`src/rtl/dispatch_pkg.sv`:
```
package dispatch_pkg;

  // Control-to-datapath strobes for one cycle.
  typedef struct packed {
    logic issue;  // pop the task queue head into the selected core
    logic drain;  // pop the selected result queue onto the write port
  } dispStrobe_t;

endpackage

```
`src/rtl/sync_fifo.sv`:
```
module sync_fifo #(
  parameter int W     = 8,
  parameter int DEPTH = 4
) (
  input  logic         clk,
  input  logic         rstN,
  input  logic         push,
  input  logic [W-1:0] pushData,
  input  logic         pop,
  output logic [W-1:0] popData,
  output logic         empty,
  output logic         full
);
  localparam int PW   = (DEPTH > 1) ? $clog2(DEPTH) : 1;
  localparam int CNTW = $clog2(DEPTH + 1);

  logic [W-1:0]    mem [DEPTH];
  logic [PW-1:0]   wrPtr, rdPtr;
  logic [CNTW-1:0] count;
  logic            doPush, doPop;

  assign empty   = (count == '0);
  assign full    = (count == CNTW'(DEPTH));
  assign doPush  = push && !full;
  assign doPop   = pop && !empty;
  assign popData = mem[rdPtr];

  always_ff @(posedge clk) begin
    if (!rstN) begin
      wrPtr <= '0;
      rdPtr <= '0;
      count <= '0;
    end else begin
      if (doPush) wrPtr <= (wrPtr == PW'(DEPTH - 1)) ? '0 : wrPtr + 1'b1;
      if (doPop)  rdPtr <= (rdPtr == PW'(DEPTH - 1)) ? '0 : rdPtr + 1'b1;
      if (doPush && !doPop)      count <= count + 1'b1;
      else if (doPop && !doPush) count <= count - 1'b1;
    end
  end

  always_ff @(posedge clk) begin
    if (doPush) mem[wrPtr] <= pushData;
  end
endmodule

```
`src/rtl/task_core_stub.sv`:
```
module task_core_stub #(
  parameter int CW       = 16,
  parameter int AW       = 20,
  parameter int MAX_ITER = 1024,
  parameter int IW       = $clog2(MAX_ITER + 1)
) (
  input  logic          clk,
  input  logic          rstN,
  input  logic          start,
  input  logic [CW-1:0] startRe,
  input  logic [CW-1:0] startIm,
  input  logic [AW-1:0] startAddr,
  output logic          busy,
  output logic          done,
  output logic [IW-1:0] resCount,
  output logic [AW-1:0] resAddr
);
  logic [IW-1:0] iter;
  logic [CW-1:0] escapeAt;

  // Stand-in for the iteration loop: the point "escapes" when the count
  // reaches re^im, or stops at the iteration limit.
  assign done     = busy && ((CW'(iter) == escapeAt) || (iter == IW'(MAX_ITER)));
  assign resCount = iter;

  always_ff @(posedge clk) begin
    if (!rstN) begin
      busy <= 1'b0;
      iter <= '0;
    end else if (start) begin
      busy <= 1'b1;
      iter <= '0;
    end else if (done) begin
      busy <= 1'b0;
    end else if (busy) begin
      iter <= iter + 1'b1;
    end
  end

  always_ff @(posedge clk) begin
    if (start) begin
      escapeAt <= startRe ^ startIm;
      resAddr  <= startAddr;
    end
  end
endmodule

```
`src/rtl/dispatch_datapath.sv`:
```
module dispatch_datapath
  import dispatch_pkg::*;
#(
  parameter int NUM_CORES  = 16,
  parameter int TASK_DEPTH = 16,
  parameter int RES_DEPTH  = 4,
  parameter int CW         = 16,
  parameter int AW         = 20,
  parameter int MAX_ITER   = 1024,
  parameter int IW         = $clog2(MAX_ITER + 1),
  parameter int IDX_W      = (NUM_CORES > 1) ? $clog2(NUM_CORES) : 1
) (
  input  logic                 clk,
  input  logic                 rstN,
  input  dispStrobe_t          strb,
  input  logic [IDX_W-1:0]     issueCore,
  input  logic [IDX_W-1:0]     drainCore,
  input  logic                 taskValid,
  input  logic [CW-1:0]        taskRe,
  input  logic [CW-1:0]        taskIm,
  input  logic [AW-1:0]        taskAddr,
  output logic                 taskReady,
  output logic                 taskAvail,
  output logic [NUM_CORES-1:0] coreIdle,
  output logic [NUM_CORES-1:0] resFull,
  output logic [NUM_CORES-1:0] resAvail,
  output logic [AW-1:0]        wrAddr,
  output logic [IW-1:0]        wrCount
);
  localparam int TW = 2 * CW + AW;
  localparam int RW = AW + IW;

  logic [TW-1:0] taskHead;
  logic          taskFull, taskEmpty;
  logic [CW-1:0] headRe, headIm;
  logic [AW-1:0] headAddr;
  logic [RW-1:0] resHead [NUM_CORES];

  assign taskReady = !taskFull;
  assign taskAvail = !taskEmpty;
  assign {headRe, headIm, headAddr} = taskHead;

  sync_fifo #(.W(TW), .DEPTH(TASK_DEPTH)) u_taskQ (
    .clk(clk), .rstN(rstN),
    .push(taskValid), .pushData({taskRe, taskIm, taskAddr}),
    .pop(strb.issue), .popData(taskHead),
    .empty(taskEmpty), .full(taskFull)
  );

  for (genvar k = 0; k < NUM_CORES; k++) begin : g_lane
    logic          startK, popK, coreBusy, coreDone, resEmpty;
    logic [IW-1:0] coreCnt;
    logic [AW-1:0] coreAddr;

    assign startK      = strb.issue && (issueCore == IDX_W'(k));
    assign popK        = strb.drain && (drainCore == IDX_W'(k));
    assign coreIdle[k] = !coreBusy;
    assign resAvail[k] = !resEmpty;

    task_core_stub #(.CW(CW), .AW(AW), .MAX_ITER(MAX_ITER), .IW(IW)) u_core (
      .clk(clk), .rstN(rstN), .start(startK),
      .startRe(headRe), .startIm(headIm), .startAddr(headAddr),
      .busy(coreBusy), .done(coreDone), .resCount(coreCnt), .resAddr(coreAddr)
    );

    sync_fifo #(.W(RW), .DEPTH(RES_DEPTH)) u_resQ (
      .clk(clk), .rstN(rstN),
      .push(coreDone), .pushData({coreAddr, coreCnt}),
      .pop(popK), .popData(resHead[k]),
      .empty(resEmpty), .full(resFull[k])
    );
  end

  assign {wrAddr, wrCount} = resHead[drainCore];
endmodule

```
`src/rtl/dispatch_control.sv`:
```
module dispatch_control
  import dispatch_pkg::*;
#(
  parameter int NUM_CORES = 16,
  parameter int IDX_W     = (NUM_CORES > 1) ? $clog2(NUM_CORES) : 1
) (
  input  logic                 clk,
  input  logic                 rstN,
  input  logic                 taskAvail,
  input  logic [NUM_CORES-1:0] coreIdle,
  input  logic [NUM_CORES-1:0] resFull,
  input  logic [NUM_CORES-1:0] resAvail,
  input  logic                 wrReady,
  output dispStrobe_t          strb,
  output logic [IDX_W-1:0]     issueCore,
  output logic [IDX_W-1:0]     drainCore,
  output logic                 wrValid
);
  logic [NUM_CORES-1:0] freeVec;
  logic [IDX_W-1:0]     rrPtr, rrPick, lockIdx;
  logic                 locked;

  assign freeVec = coreIdle & ~resFull;

  // Lowest-numbered free core wins.
  always_comb begin : p_issuePick
    issueCore = '0;
    for (int i = NUM_CORES - 1; i >= 0; i--) begin
      if (freeVec[i]) issueCore = IDX_W'(i);
    end
  end

  // First non-empty result queue at or after the rotating pointer.
  always_comb begin : p_rrPick
    int  idx;
    logic found;
    rrPick = '0;
    found  = 1'b0;
    for (int i = 0; i < NUM_CORES; i++) begin
      idx = int'(rrPtr) + i;
      if (idx >= NUM_CORES) idx = idx - NUM_CORES;
      if (!found && resAvail[idx]) begin
        found  = 1'b1;
        rrPick = IDX_W'(idx);
      end
    end
  end

  assign wrValid    = |resAvail;
  assign drainCore  = locked ? lockIdx : rrPick;
  assign strb.issue = taskAvail && (|freeVec);
  assign strb.drain = wrValid && wrReady;

  always_ff @(posedge clk) begin
    if (!rstN) begin
      rrPtr  <= '0;
      locked <= 1'b0;
    end else begin
      if (strb.drain)
        rrPtr <= (drainCore == IDX_W'(NUM_CORES - 1)) ? '0 : drainCore + 1'b1;
      locked <= wrValid && !wrReady;
    end
  end

  always_ff @(posedge clk) begin
    lockIdx <= drainCore;
  end
endmodule

```
`src/rtl/pixel_task_dispatcher.sv`:
```
module pixel_task_dispatcher
  import dispatch_pkg::*;
#(
  parameter int NUM_CORES  = 16,
  parameter int TASK_DEPTH = 16,
  parameter int RES_DEPTH  = 4,
  parameter int CW         = 16,
  parameter int AW         = 20,
  parameter int MAX_ITER   = 1024,
  localparam int IW        = $clog2(MAX_ITER + 1),
  localparam int IDX_W     = (NUM_CORES > 1) ? $clog2(NUM_CORES) : 1
) (
  input  logic          clk,
  input  logic          rstN,
  input  logic          taskValid,
  output logic          taskReady,
  input  logic [CW-1:0] taskRe,
  input  logic [CW-1:0] taskIm,
  input  logic [AW-1:0] taskAddr,
  output logic          wrValid,
  input  logic          wrReady,
  output logic [AW-1:0] wrAddr,
  output logic [IW-1:0] wrCount
);
  dispStrobe_t          strb;
  logic [IDX_W-1:0]     issueCore, drainCore;
  logic                 taskAvail;
  logic [NUM_CORES-1:0] coreIdle, resFull, resAvail;

  dispatch_control #(.NUM_CORES(NUM_CORES), .IDX_W(IDX_W)) u_ctrl (
    .clk(clk), .rstN(rstN), .taskAvail(taskAvail),
    .coreIdle(coreIdle), .resFull(resFull), .resAvail(resAvail),
    .wrReady(wrReady), .strb(strb), .issueCore(issueCore),
    .drainCore(drainCore), .wrValid(wrValid)
  );

  dispatch_datapath #(
    .NUM_CORES(NUM_CORES), .TASK_DEPTH(TASK_DEPTH), .RES_DEPTH(RES_DEPTH),
    .CW(CW), .AW(AW), .MAX_ITER(MAX_ITER), .IW(IW), .IDX_W(IDX_W)
  ) u_dp (
    .clk(clk), .rstN(rstN), .strb(strb),
    .issueCore(issueCore), .drainCore(drainCore),
    .taskValid(taskValid), .taskRe(taskRe), .taskIm(taskIm), .taskAddr(taskAddr),
    .taskReady(taskReady), .taskAvail(taskAvail),
    .coreIdle(coreIdle), .resFull(resFull), .resAvail(resAvail),
    .wrAddr(wrAddr), .wrCount(wrCount)
  );
endmodule

```
`config.mk`:
```
export PLATFORM = sky130hd
export DESIGN_NAME = pixel_task_dispatcher
export DESIGN_NICKNAME = d
export VERILOG_FILES = /design/src/rtl/dispatch_pkg.sv /design/src/rtl/sync_fifo.sv /design/src/rtl/task_core_stub.sv /design/src/rtl/dispatch_datapath.sv /design/src/rtl/dispatch_control.sv /design/src/rtl/pixel_task_dispatcher.sv
export SDC_FILE = /design/constraint.sdc
export NUM_CORES = 2
export LEC_CHECK = 0
export BUFFER_PORTS_ARGS = -buffer_cell sky130_fd_sc_hd__buf_4
export CORE_MARGIN = 8
export CORE_UTILIZATION = 47
export DETAILED_ROUTE_END_ITERATION = 7
export PLACE_DENSITY_LB_ADDON = 0.1
export SYNTH_ARGS = -nofsm -noshare
export SYNTH_HDL_FRONTEND = slang
export SYNTH_SLANG_ARGS = --single-unit
```
`constraint.sdc`:
```
create_clock -name clk -period 8.4 [get_ports clk]
set_input_delay 1.68 -clock clk [delete_from_list [all_inputs] [get_ports clk]]
set_output_delay 1.68 -clock clk [all_outputs]
set_load 0.05 [all_outputs]
```
==> results.toml <==
[run_status]
status = "finished clean"

[sta]
clock_skew_ns = 0.0967
setup_tns_ns = 0
finalSetupViolCount = 0
finalHoldViolations = 0
fin_crit_ns = 8.32
worstMarginPinSlew_ns = 1.41
relSlewSlack_pct = 5.72
min_period_over_period_pct = 99.0
slew_violations = 0
clock.fmax_ghz = 0.120

[synthesis]
syn_inst = 7688
synth_cell_type_count = 75
yosys_register_bits = 3754
synth-async-reset-ratio_pct = 0
netlist_area_mm2 = 0.147
synth_flop_cell = "edfxtp_1"
synth_edf_count = 3392
ys_warn_count = 0
synth_nets = 7906
synth_area_per_cell_um2 = 19.1
synth-seq-area-share_pct = 74.3

[clocking]
cts_buffer_depth = 4
hold_buffers = 0
cts-root-buf = "clkbuf_16"
cts_tree = "built"
worstSkewPairLatency_ns = 0.99
numCtsBuffers = 389
cts_max_level = 5
clock-sinks = 3754
cts.clk_slew.worst_paths_ns = 0.06

[drt]
vias_per_cell = 6.07
dr.pass1.iters = 6
ant_nets = 0
drtIter0Drc = 9606
routed_wl_um = 443000
vias = 76900
drcViolationCount = 0
routedWlPerCell_um = 34.9

[setup_path]
critPathArrivalTime_ns = 6.64
cp_data_required_time_ns = 6.72
critical_path_class = "flop to output port"
endpoint_kind = "output port"
startpoint_type = "flop"
crit_path_max_fanout = 107

[die]
die_area_mm2 = 0.331
pin_count = 89
die_h_um = 575
rows = 205
die_w_um = 575
initial_core_util_pct = 47.2
core_mm2 = 0.311

[hold_path]
min_path_type = "flop to flop"

[layout]
layout_commonest_cell = "edfxtp_1"
final_cell_mix = "edfxtp_1 (3392), mux4_2 (775), clkbuf_16 (395)"
fin_nets = 8294
final-instance-count-excl-fill = 12700
drive_gt1_share_pct = 22.0
syn2layout_area_growth_pct = 13.9

[grt]
use_met1_pct = 35.3
antenna_found_initial = 68
met3_usage_pct = 4.67
grt_pass1_vias = 74500
grt_max_degree = 108
grt.overflow.total = 0
track_usage_pct = 26.3
top_usage_layer = "met2"
grt_pass1_wl_um = 606000
met2_usage_pct = 42.1

[placement]
io_buffers = 88
globalplace.congestion = 0.913
dp_hpwl_um = 283000
dp.cells = 11800

[power_and_ir_drop]
p_leak_uw = 0.0533
peakVddDrop_v = 0.000276
p_per_area_mw_per_mm2 = 268

[run]
drv_cap = 0
## state kept, by name, indices dropped and copies added, names as in the netlist, named ones only
name                         cells
u_dp.g_lane.u_core.escapeAt    256
u_dp.u_taskQ.rdPtr               4
u_dp.g_lane.u_resQ.mem        1984
u_ctrl.rrPtr                     4
u_ctrl.locked                    1
u_ctrl.lockIdx                   4
u_dp.g_lane.u_core.busy         16
u_dp.u_taskQ.wrPtr               4
u_dp.g_lane.u_resQ.wrPtr        32
u_dp.g_lane.u_resQ.rdPtr        32
u_dp.u_taskQ.mem               832
u_dp.u_taskQ.count               5
u_dp.g_lane.u_core.resAddr     320
u_dp.g_lane.u_core.resCount    176
u_dp.g_lane.u_resQ.count        48
## cells by family after synthesis
logic type / after synthesis / share of synthesized area, %
xor gates and xnor gates: 398 / 2.37
buffers and inverters: 509 / 1.37
DFF: 3754 / 74.3
AOI/OAI and AO/OA: 601 / 2.82
muxes: 960 / 13.2
and+or+nand+nor: 1304 / 4.42
adders and majority gates: 162 / 1.47
## Yosys cell counts (81+ instances only)
master / count / area, um2
dfxtp_1: 362 / 7250
mux4_2: 783 / 17600
a211oi_1: 112 / 841
edfxtp_1: 3392 / 102000
nand2_1: 241 / 905
mux2i_1: 149 / 1490
nor2_1: 400 / 1500
xnor2_1: 200 / 1750
xor2_1: 198 / 1730
nand4_1: 81 / 507
and3_1: 169 / 1060
inv_1: 147 / 552
ha_1: 145 / 1810
a21oi_1: 183 / 916
o21ai_0: 87 / 435
nand3_1: 99 / 495
clkbuf_1: 265 / 995
## metal layers
metal | up-vias | wire length [um] | share of wire [%]
met2 | 3633 | 210000 | 47
li1 | 31800 | - | -
met4 | 8 | 23500 | 5.3
met3 | 775 | 37800 | 8.5
met1 | 40700 | 171000 | 39
met5 | - | 48 | 0.011
## metrics by stage
stage | utilization [%] | instance area (um2) | setup WS, ns | hold slack [ns] | power, uW
after floorplan | - | 147000 | 1.93 | 0.454 | 23900
after global routing | 53.6 | 167000 | -0.0111 | 0.478 | 46000
after global placement | 49.4 | 154000 | 0.373 | 0.462 | 28200
final | 53.7 | 167000 | 0.0820 | 0.468 | 44900
after detailed placement | 49.4 | 154000 | 0.288 | 0.478 | 28200
after CTS | 53.6 | 167000 | 0.0514 | 0.462 | 45300
## layout make-up
| cell class | count | area (um2) |
|---|---|---|
| Fill cell | 24400 | 144000 |
| Sequential cell | 3754 | 109000 |
| Multi-Input combinational cell | 3425 | 36400 |
| Clock buffer | 513 | 10500 |
| Tap cell | 4140 | 5180 |
| Timing Repair Buffer | 354 | 2830 |
| Clock inverter | 209 | 2220 |
| Inverter | 152 | 591 |
| Antenna cell | 130 | 325 |
## final timing paths
check / start / depth (start not counted) / to / slack [ns]
worst max-delay path: u_dp.g_lane[3].u_resQ.count[2] / 14 / wrAddr[3] / 0.08
worst min-delay path: u_dp.g_lane[15].u_core.resAddr[3] / 0 / u_dp.g_lane[15].u_resQ.mem[1][14] / 0.47
worst max register to register: u_dp.g_lane[3].u_resQ.count[2] / 17 / u_dp.g_lane[10].u_resQ.count[2] / 1.72
worst min register to register: u_dp.g_lane[15].u_core.resAddr[3] / 0 / u_dp.g_lane[15].u_resQ.mem[1][14] / 0.47
## where the power goes
group	total, uW	switching, uW	internal (uW)
sequential	21700	246	21400
combinational	6040	4710	1330
clock	17200	7230	9960
## repair_timing
| item | 4_1_cts | 5_1_grt |
|---|---|---|
| buffers inserted | 3 | 1 |
| resized for setup | 15 | 14 |
| endpoints found under the setup margin | 31 | 22 |
| pin swaps | 4 | 4 |
| cloned | 1 | 1 |
## critical path: stages (launching register included)
cell	delay, ns
dfxtp_1	0.36
or3_1	0.54
mux4_2	0.65
a22oi_2	0.33
o221ai_1	0.35
a211oi_1	0.39
o31ai_1	0.13
a211oi_2	0.42
a211oi_4	0.12
nor2_4	0.24
buf_16	0.42
mux2i_2	0.56
a2111o_1	0.26
nand4_1	0.32
buf_4	0.33
Power figures use the tool's default switching activity.
